[src/rtl/wdog_pkg.sv]
package wdog_pkg;
  localparam int MODE_W = 2;

  typedef enum logic [1:0] {
    STG_IDLE  = 2'd0,
    STG_IRQ   = 2'd1,
    STG_NMI   = 2'd2,
    STG_RESET = 2'd3
  } stage_t;

  // Strobes from the stage control to the count datapath.
  typedef struct packed {
    logic reload;
    logic step;
  } cnt_strobe_t;
endpackage

[src/rtl/wdog_prescale.sv]
module wdog_prescale #(
  parameter int PRESC_W = 8
) (
  input  logic clk,
  input  logic rstN,
  output logic tick
);
  logic [PRESC_W-1:0] prescCnt;

  always_ff @(posedge clk) begin
    if (!rstN) prescCnt <= '0;
    else       prescCnt <= prescCnt + 1'b1;
  end

  assign tick = &prescCnt;
endmodule

[src/rtl/wdog_count_path.sv]
module wdog_count_path
  import wdog_pkg::*;
#(
  parameter int LEN_W = 16,
  parameter int LOW_W = 8
) (
  input  logic              clk,
  input  logic              rstN,
  input  logic              cfgWr,
  input  logic [MODE_W-1:0] wrMode,
  input  logic [LEN_W-1:0]  wrLen,
  input  cnt_strobe_t       strobe,
  output logic [MODE_W-1:0] modeQ,
  output logic [LEN_W-1:0]  lenQ,
  output logic              armed,
  output logic              expireDue
);
  localparam int CNT_W = LEN_W + LOW_W;

  logic [CNT_W-1:0] cntQ;

  always_ff @(posedge clk) begin
    if (!rstN) begin
      modeQ <= '0;
      lenQ  <= '0;
      cntQ  <= '0;
    end else if (cfgWr) begin
      modeQ <= wrMode;
      lenQ  <= wrLen;
      cntQ  <= {wrLen, {LOW_W{1'b0}}};
    end else if (strobe.reload) begin
      cntQ  <= {lenQ, {LOW_W{1'b0}}};
    end else if (strobe.step) begin
      cntQ  <= cntQ - 1'b1;
    end
  end

  assign armed     = (modeQ != '0) && (lenQ != '0);
  assign expireDue = (cntQ == CNT_W'(1));

  // a step moves the counter down by exactly one
  assert_step_dec_R2: assert property (@(posedge clk) disable iff (!rstN)
    strobe.step |=> (cntQ == $past(cntQ) - 1'b1));

  // a reload without a write restores length in the upper bits
  assert_reload_len_R2: assert property (@(posedge clk) disable iff (!rstN)
    (strobe.reload && !cfgWr) |=> (cntQ == {$past(lenQ), {LOW_W{1'b0}}}));
endmodule

[src/rtl/wdog_stage_ctrl.sv]
module wdog_stage_ctrl
  import wdog_pkg::*;
(
  input  logic              clk,
  input  logic              rstN,
  input  logic              cfgWr,
  input  logic              poke,
  input  logic              tick,
  input  logic              armed,
  input  logic              expireDue,
  input  logic [MODE_W-1:0] modeQ,
  output cnt_strobe_t       strobe,
  output stage_t            stage,
  output logic              irqLvl,
  output logic              nmiLvl,
  output logic              resetPulse
);
  logic   restart;
  logic   expire;
  logic   canAdvance;
  stage_t stageNext;

  assign restart    = cfgWr | poke;
  assign expire     = tick && armed && expireDue && !restart;
  assign canAdvance = (2'(stage) < modeQ);

  always_comb begin
    strobe.reload = restart | expire;
    strobe.step   = tick && armed && !expireDue && !restart;
  end

  always_comb begin
    stageNext = stage;
    if (restart)                  stageNext = STG_IDLE;
    else if (expire && canAdvance) stageNext = stage_t'(2'(stage) + 2'd1);
  end

  always_ff @(posedge clk) begin
    if (!rstN) begin
      stage      <= STG_IDLE;
      resetPulse <= 1'b0;
    end else begin
      stage      <= stageNext;
      resetPulse <= expire && canAdvance && (stage == STG_NMI);
    end
  end

  assign irqLvl = (stage != STG_IDLE);
  assign nmiLvl = (stage == STG_NMI) || (stage == STG_RESET);

  // the stage never goes past the mode limit
  assert_mode_limit_R4: assert property (@(posedge clk) disable iff (!rstN)
    armed |-> (2'(stage) <= modeQ));

  // without a restart the stage holds or climbs by one
  assert_stage_step_R3: assert property (@(posedge clk) disable iff (!rstN)
    !restart |=> ((stage == $past(stage)) ||
                  (2'(stage) == 2'(2'($past(stage)) + 2'd1))));

  // a poke or write leaves the instance idle
  assert_restart_idle_R5: assert property (@(posedge clk) disable iff (!rstN)
    restart |=> (stage == STG_IDLE));

  // the reset request lasts a single cycle
  assert_pulse_once_R9: assert property (@(posedge clk) disable iff (!rstN)
    resetPulse |=> !resetPulse);

  // a disarmed instance keeps all outputs low
  assert_quiet_disarmed_R7: assert property (@(posedge clk) disable iff (!rstN)
    !armed |-> (!irqLvl && !nmiLvl && !resetPulse));
endmodule

[src/rtl/wdog_escalator.sv]
module wdog_escalator
  import wdog_pkg::*;
#(
  parameter int NUM_CORES = 2,
  parameter int LEN_W     = 16,
  parameter int LOW_W     = 8,
  parameter int PRESC_W   = 8,
  localparam int CORE_W   = (NUM_CORES > 1) ? $clog2(NUM_CORES) : 1,
  localparam int RD_W     = LEN_W + 4
) (
  input  logic                 clk,
  input  logic                 rstN,
  input  logic                 cfgWrEn,
  input  logic [CORE_W-1:0]    cfgWrCore,
  input  logic [MODE_W-1:0]    cfgWrMode,
  input  logic [LEN_W-1:0]     cfgWrLen,
  input  logic [NUM_CORES-1:0] pokeVec,
  input  logic [CORE_W-1:0]    rdCore,
  output logic [RD_W-1:0]      rdWord,
  output logic [NUM_CORES-1:0] irqVec,
  output logic [NUM_CORES-1:0] nmiVec,
  output logic                 softResetReq
);
  logic                 tick;
  logic [NUM_CORES-1:0] pulseVec;
  logic [RD_W-1:0]      statusWord [NUM_CORES];

  wdog_prescale #(.PRESC_W(PRESC_W)) u_presc (
    .clk  (clk),
    .rstN (rstN),
    .tick (tick)
  );

  for (genvar g = 0; g < NUM_CORES; g++) begin : g_core
    logic              coreWr;
    cnt_strobe_t       strobe;
    stage_t            stage;
    logic [MODE_W-1:0] modeQ;
    logic [LEN_W-1:0]  lenQ;
    logic              armed;
    logic              expireDue;

    assign coreWr = cfgWrEn && (cfgWrCore == CORE_W'(g));

    wdog_count_path #(.LEN_W(LEN_W), .LOW_W(LOW_W)) u_path (
      .clk       (clk),
      .rstN      (rstN),
      .cfgWr     (coreWr),
      .wrMode    (cfgWrMode),
      .wrLen     (cfgWrLen),
      .strobe    (strobe),
      .modeQ     (modeQ),
      .lenQ      (lenQ),
      .armed     (armed),
      .expireDue (expireDue)
    );

    wdog_stage_ctrl u_ctrl (
      .clk        (clk),
      .rstN       (rstN),
      .cfgWr      (coreWr),
      .poke       (pokeVec[g]),
      .tick       (tick),
      .armed      (armed),
      .expireDue  (expireDue),
      .modeQ      (modeQ),
      .strobe     (strobe),
      .stage      (stage),
      .irqLvl     (irqVec[g]),
      .nmiLvl     (nmiVec[g]),
      .resetPulse (pulseVec[g])
    );

    assign statusWord[g] = {lenQ, modeQ, nmiVec[g], irqVec[g]};
  end

  always_comb begin
    rdWord = '0;
    if (int'(rdCore) < NUM_CORES) rdWord = statusWord[rdCore];
  end

  assign softResetReq = |pulseVec;

  // readback bit 1 agrees with the selected core's NMI output
  assert_readback_nmi_R8: assert property (@(posedge clk) disable iff (!rstN)
    rdWord[1] |-> nmiVec[rdCore]);
endmodule

[config.mk]
export PLATFORM = sky130hd
export DESIGN_NAME = wdog_escalator
export DESIGN_NICKNAME = d
export VERILOG_FILES = /design/src/rtl/wdog_pkg.sv /design/src/rtl/wdog_prescale.sv /design/src/rtl/wdog_count_path.sv /design/src/rtl/wdog_stage_ctrl.sv /design/src/rtl/wdog_escalator.sv
export SDC_FILE = /design/constraint.sdc
export NUM_CORES = 1
export LEC_CHECK = 0
export BUFFER_PORTS_ARGS = -buffer_cell sky130_fd_sc_hd__buf_4
export CAP_MARGIN = 20
export CORE_MARGIN = 10
export CORE_UTILIZATION = 40
export DETAILED_ROUTE_END_ITERATION = 12
export PLACE_DENSITY_LB_ADDON = 0.3
export SYNTH_ARGS = -nofsm -noshare
export SYNTH_HDL_FRONTEND = slang
export SYNTH_HIERARCHICAL = 1
export SYNTH_SLANG_ARGS = --single-unit
[constraint.sdc]
create_clock -name clk -period 3.8 [get_ports clk]
set_input_delay 0.76 -clock clk [delete_from_list [all_inputs] [get_ports clk]]
set_output_delay 0.76 -clock clk [all_outputs]
set_load 0.05 [all_outputs]
**Word-level counts from Yosys, hierarchy flattened**

Cells that the tools add are included.

- Logic and storage cells: 81
- Input bits: 25
- Flip-flop bits (word level): 98

- Mux-type cells: 9
- Add/subtract/negate cells: 5
- Equal/unequal tests: 6
- Order comparisons: 3
- Reductions and logical operators: 38
- Bitwise operators: 7

Operators with widths:

| cell | count |
|---|---|
| 24-bit two-way mux | 6 |
| 20-bit two-way mux | 3 |
| 24-bit by 1-bit equality test with 1-bit output, second input constant | 2 |
| 24-bit by 1-bit subtractor with 24-bit output, second input constant | 2 |
| 16-bit nonzero test | 2 |
| 1-bit logical AND | 18 |
| 8-bit by 1-bit adder with 8-bit output, second input constant | 1 |
| 2-bit equality test, second input constant | 4 |
| 8-bit AND reduction | 1 |
| 2-bit nonzero test | 4 |
| 3-bit nonzero test | 2 |
| 2-bit OR reduction | 3 |
| 3-bit OR reduction | 2 |
| 2-bit by 1-bit adder with 2-bit output, second input constant | 2 |
| 1-bit logical NOT | 4 |
| 2-bit < comparator | 2 |
| 1-bit bitwise OR | 4 |
| 2-bit greater-or-equal comparator, second input constant | 1 |
| 1-bit logical OR | 2 |
| 1-bit inverter | 2 |
| 1-bit inverter with 2-bit output | 1 |

**Logic depth before layout (Yosys ltp)**

Gate-level depths: netlist of run 1.

- Word-level depth: 8
- Gate-level depth with buffers: 12
- Gate-level depth less buffers: 10

**Hierarchy**

Netlist of run 1, hierarchy kept.

By module, submodules not included:

| module | area each (µm²) | cells an instance | times used |
|---|---|---|---|
| wdog_count_path | 2218.4 | 273 | 2 |
| wdog_stage_ctrl | 250.2 | 26 | 2 |
| wdog_escalator | 341.6 | 25 | 1 |
| wdog_prescale | 335.3 | 34 | 1 |

**Least setup slack after synthesis of run 1**

OpenSTA, ideal clock, no wires.

- Kind: reg2reg
- From: register g_core[0].u_path.cntQ[12]
- To: register g_core[0].u_path.cntQ[9]
- Data arrival time: 2.687 ns
- Library setup time: 0.086 ns
- Required time: 3.714 ns
- Clock period less this slack: 2.773 ns
- Slack: 1.027 ns
- Stages on the path, launching flop included: 12
- Cells stage by stage: dfxtp_1 -> or4_1 -> buf_2 -> nor3_2 -> and4_1 -> a311o_1 -> clkbuf_1 -> nor2b_1 -> a22oi_1 -> o21ai_0 -> a21oi_1 -> a211oi_1

RTL lines:

| element | RTL line | RTL |
|---|---|---|
| from (decl) | wdog_count_path.sv:20 | `logic [CNT_W-1:0] cntQ;` |
| from (signal assigned) | wdog_count_path.sv:30 | `cntQ <= {wrLen, {LOW_W{1'b0}}};` |
| from (signal assigned) | wdog_count_path.sv:32 | `cntQ <= {lenQ, {LOW_W{1'b0}}};` |
| from (signal assigned) | wdog_count_path.sv:34 | `cntQ <= cntQ - 1'b1;` |

==> results of run 1 <==
where the power goes:
part           internal, mW  switching, mW
Clock                 0.523          0.391
Combinational         0.189          0.273
Sequential             1.07         0.0489
final timing paths:
path,startpoint,end,depth (start not counted)
hold / removal,u_presc/prescCnt[0],u_presc/prescCnt[0],1
setup / recovery,g_core[0].u_path/cntQ[12],g_core[0].u_path/cntQ[9],9
hold reg to reg,u_presc/prescCnt[0],u_presc/prescCnt[0],1
setup reg to reg,g_core[0].u_path/cntQ[12],g_core[0].u_path/cntQ[9],9
metal layers:
metal	up-vias	track usage	part of all wire
met5	-	0	0
met3	20	0.0226	0.034
met2	111	0.254	0.48
li1	2431	-	-
met4	0	0.0622	0.021
met1	2357	0.188	0.46
critical path, delay by kind of cell, from the launching register on:
kind / cells / cell delay [ps]
AND/OR/NAND/NOR: 4 / 1770
flip-flops: 1 / 370
AO/OA/AOI/OAI: 5 / 1090
cells by family after synthesis:
group,after synthesis,synth area share
DFF,98,0.349
adders and majority gates,13,0.0290
AOI/OAI and AO/OA,146,0.168
buffers and inverters,54,0.0392
muxes,58,0.121
xor gates and xnor gates,31,0.0484
and+or+nand+nor,257,0.245
sequential cells by signal (all words and copies together) (netlist names):
register / flops
g_core.u_ctrl/resetPulse: 2
g_core.u_ctrl/stage: 4
g_core.u_path/modeQ: 4
u_presc/prescCnt: 8
g_core.u_path/lenQ: 32
g_core.u_path/cntQ: 48
synthesized netlist by cell type, drive strengths merged (3+ instances only):
library cell  instances
dfxtp                98
nor2                 83
nand2                56
o21ai                45
a21oi                44
mux2i                38
inv                  22
clkbuf               20
mux2                 20
nor4                 20
xnor2                16
xor2                 15
and2                 13
ha                   13
nand3                12
nor3                 12
a22oi                10
buf                  10
nor2b                 8
nor3b                 8
or3                   7
a211oi                6
a221oi                6
nand2b                6
o22ai                 6
or4                   6
nand4                 5
or2                   5
and4                  4
o221ai                4
a21boi                3
per-stage QoR:
stage | power (mW) | hold WS (ps) | worst slack [ps]
floorplan | 1.47 | 436 | 1030
global placement | 1.59 | 450 | 608
detailed placement | 1.60 | 466 | 513
CTS | 2.52 | 481 | 478
global route | 2.61 | 505 | 257
finish | 2.49 | 477 | 481
area by class of cell:
class                      instances  area [µm²]  area share
clock buffer                      12         246      0.0384
inverter                          24        90.1      0.0140
multi-input combinational        505        3440       0.536
timing repair buffer              56         420      0.0654
tap                              180         225      0.0351
clock inverter                     3        40.0     0.00623
sequential                        98        1960       0.305
==> metrics.cfg, run 1 <==
[run_status]
outcome=finished, final reports clean

[floorplan]
core-area_um2=13800
num_rows=43
ios=50
die_area_um2=19200
fp.dieH_um=138
initial_utilization=0.406
die_x_um=138

[timing]
tightestPinTransition_ps=839
fin_crit_ps=3320
grt_setup_unrepaired=no
fin_worst_skew_ps=8.67
max_freq_ghz=0.301
finalSetupViolCount=0
tns_ps=0
hold_viol_final=0
relSlewSlack=0.440
period_share=0.873
report.final.slew_viol_count=0

[synth]
ys.warnings.count=6
syn_area_um2=5610
syn_inst=657
netlist_top_cells_area=dfxtp_1 (35%), mux2i_1 (6.8%), nor2_1 (5.5%)
synth_cell_types=57
synth_nets=695
post-synth-top-area-cell=dfxtp_1
yosysTopAreaCellShare=0.349
seq_area_frac_synth=0.349
syn_avg_cell_area_um2=8.55
ys.flop_type=dfxtp_1
ys_ff_latch=98
synthArstFlopShare=0
synth_edf_count=0

[critical_path]
start_kind=flop
cp.required_ps=4050
critPathArrivalTime_ps=3570
end_kind=flop
slowest_delay_ps=670
path_max_fanout=11
ff2ff_setup_slack_ps=480
critical_path_class=flop to flop
crit_path_cell_trace=or4_1 -> nor3_2 -> and4_1 -> a311o_1 -> nor2b_1 -> a22oi_1 -> o21ai_0 -> a21oi_1 -> a211oi_1
cp_slowest_cell=or4_1

[global_route]
grt_max_degree=43
grt_pass1_wl_mm=24.3
grt_pass1_vias=4735
grt_util_all_layers=0.151
antenna_found_initial=0
grt_overflow=0

[drt]
wl_per_cell_um=17.0
viasPerCell=5.60
drt-initial-drc-count=373
first_pass_iters=5
vias=4919
drc_errors=0
wirelength_mm=14.9
postRouteAntennaNets=0

[place]
hpwl_mm=11.1
portBuffers=49
gp_congestion=0.869
dp_cells=863
placement.cell_area_um2=6140

[finish]
design_area_um2=6420
n_fill_cell=1302
post-route-util=0.465
finalNonFillerCells=878
drive_gt1_frac=0.160
mostFrequentLayoutCells=dfxtp_1 (98), nor2_1 (83), nand2_1 (56), buf_4 (56), o21ai_0 (45)
areaGrowthSynthToFinish_pct=14.4
final_common_cell=dfxtp_1
nets=732
antenna_cells=0

[power]
ir_drop_v=0.000222
leakage_nw=2.51
p_per_area_nw_per_um2=388

[clock_network]
path_clk_slew_ps=70
clk_path_buf_depth=2
cts_made_buffers=9
cts_resized=0
insertion_delay_ps=350
holdBufCountCts=0
post-cts-setup-buffers=0
cts-root-buf=clkbuf_16
clock-sinks=98
cts_tree=done
cts_max_level=3

[job]
cap_violations=0

[hold_path]
hold_path_class=flop to flop

No activity file was read; power rests on OpenSTA's default activity.
==> run 2, diff against run 1 <==
- REMOVE_ABC_BUFFERS: default -> 1
==> run 2 against run 1 <==
Die area unchanged. Cell count down 0.23%. Combinational power up 0.9%. Power up 0.64%. Final area about the same. Sequential cell count unchanged. Clock-buffer cell count down 1. Wire length up 3.3%. Sequential share of layout area about the same. Largest cell class unchanged.
==> metrics.cfg, run 2 (synthesis gave the netlist of run 1 again) <==
[critical_path]
crit_path_cell_trace=or4_1 -> nor3_2 -> and4_1 -> a311o_1 -> nor2b_1 -> a22oi_1 -> nand2_1 -> a21oi_1 -> a211oi_1
ff2ff_path_depth=9
start_kind=flop
slowest_delay_ps=680
cp.required_ps=4060
ff2ff_setup_slack_ps=630
r2r-start=g_core[0].u_path/cntQ[12]
end_kind=flop
path_max_fanout=10
critPathArrivalTime_ps=3430
cp_slowest_cell=or4_1
r2r_end=g_core[0].u_path/cntQ[11]
critical_path_class=flop to flop

[clock_network]
cts_max_level=3
cts_tree=done
cts-root-buf=clkbuf_16
cts_made_buffers=9
post-cts-setup-buffers=0
clock-sinks=98
insertion_delay_ps=350
path_clk_slew_ps=70
cts_resized=0
holdBufCountCts=0
clk_path_buf_depth=2

[timing]
tightestPinTransition_ps=886
report.final.slew_viol_count=0
grt_setup_unrepaired=no
hold_viol_final=0
finalSetupViolCount=0
relSlewSlack=0.409
period_share=0.835
fin_crit_ps=3170
fin_worst_skew_ps=8.79
max_freq_ghz=0.315

[power]
ir_drop_v=0.000212
comb_power_share=0.185
power_frac_seq=0.446
p_total_mw=2.51
swShare=0.285
p_per_area_nw_per_um2=391
clockPowerShare=0.369
power.internal_mw=1.79
leakage_nw=2.51
p_sw_mw=0.716

[finish]
areaGrowthSynthToFinish_pct=14.4
largest_register=g_core.u_path/cntQ
antenna_cells=0
largest_reg_flops=48
finalNonFillerCells=876
drive_gt1_frac=0.161
nets=731
design_area_um2=6420
n_fill_cell=1339
largest_registers=g_core.u_path/cntQ: 48 flops, g_core.u_path/lenQ: 32 flops, u_presc/prescCnt: 8 flops
final_common_cell=dfxtp_1
mostFrequentLayoutCells=dfxtp_1 (98), nor2_1 (83), nand2_1 (56)

[drt]
wl_per_cell_um=17.6
postRouteAntennaNets=0
wirelength_mm=15.4
viasPerCell=5.72
drt-initial-drc-count=415
vias=5010
first_pass_iters=5
drc_errors=0

[floorplan]
ios=50
die_area_um2=19200
die_x_um=138
core-area_um2=13800
initial_utilization=0.406
fp.dieH_um=138
num_rows=43

[run_status]
outcome=finished, final reports clean

[global_route]
antenna_found_initial=0
grt_overflow=0
grt_max_degree=43
grt_pass1_vias=4847
grt_pass1_wl_mm=24.8
grt_util_all_layers=0.154

[place]
placement.cell_area_um2=6130
dp_cells=862
hpwl_mm=11.3
portBuffers=49
gp_congestion=0.868

[hold_path]
hold_path_class=flop to flop
min-delay-start=u_presc/prescCnt[0]
hold_path_depth=1
hold_path_end=u_presc/prescCnt[0]

[job]
cap_violations=0

[run 2: critical path, delay by kind of cell, from the launching register on]
| kind | cells | cell delay (ps) |
|---|---|---|
| simple gates | 5 | 1870 |
| compound gates | 4 | 830 |
| flops | 1 | 370 |
[run 2: worst max path at each step]
stage | cells past startpoint | slack, ps | to | start
2_1_floorplan | 7 | -380 | g_core[0].u_path/cntQ[9] | cfgWrCore
3_3_place_gp | 9 | 810 | g_core[0].u_path/cntQ[11] | g_core[0].u_path/cntQ[12]
3_5_place_dp | 9 | 660 | g_core[0].u_path/cntQ[11] | g_core[0].u_path/cntQ[12]
4_1_cts | 9 | 640 | g_core[0].u_path/cntQ[11] | g_core[0].u_path/cntQ[12]
5_1_grt | 9 | 390 | g_core[0].u_path/cntQ[11] | g_core[0].u_path/cntQ[12]
6_report | 9 | 630 | g_core[0].u_path/cntQ[11] | g_core[0].u_path/cntQ[12]
[run 2: routing by layer]
metal,part of all wire,GRT usage
met5,0,0
met4,0.017,0.0588
met3,0.065,0.0342
met2,0.44,0.226
met1,0.48,0.213
[run 2: cell type report]
type                            count  area (µm²)  area share
Multi-Input combinational cell    505        3440       0.536
Sequential cell                    98        1960       0.305
Timing Repair Buffer               55         413      0.0643
Clock buffer                       11         253      0.0393
Tap cell                          180         225      0.0351
Inverter                           24        90.1      0.0140
Clock inverter                      3        40.0     0.00623
[run 2: stage by stage]
step                setup TNS, ps  hold WS (ps)   util  worst slack (ps)
detailed placement              0           457  0.443               663
CTS                             0           475  0.465               644
global placement                0           451  0.443               810
finish                          0           472  0.465               628
global route                    0           503  0.465               391
floorplan                   -5610           436      -              -384
[run 2: power by group through the flow]
stage | clock, mW | sequential, mW | combinational [mW]
global route | 0.984 | 1.13 | 0.505
detailed placement | 0 | 1.14 | 0.458
floorplan | 0 | 1.13 | 0.329
global placement | 0 | 1.14 | 0.450
finish | 0.925 | 1.12 | 0.465
CTS | 0.949 | 1.12 | 0.461
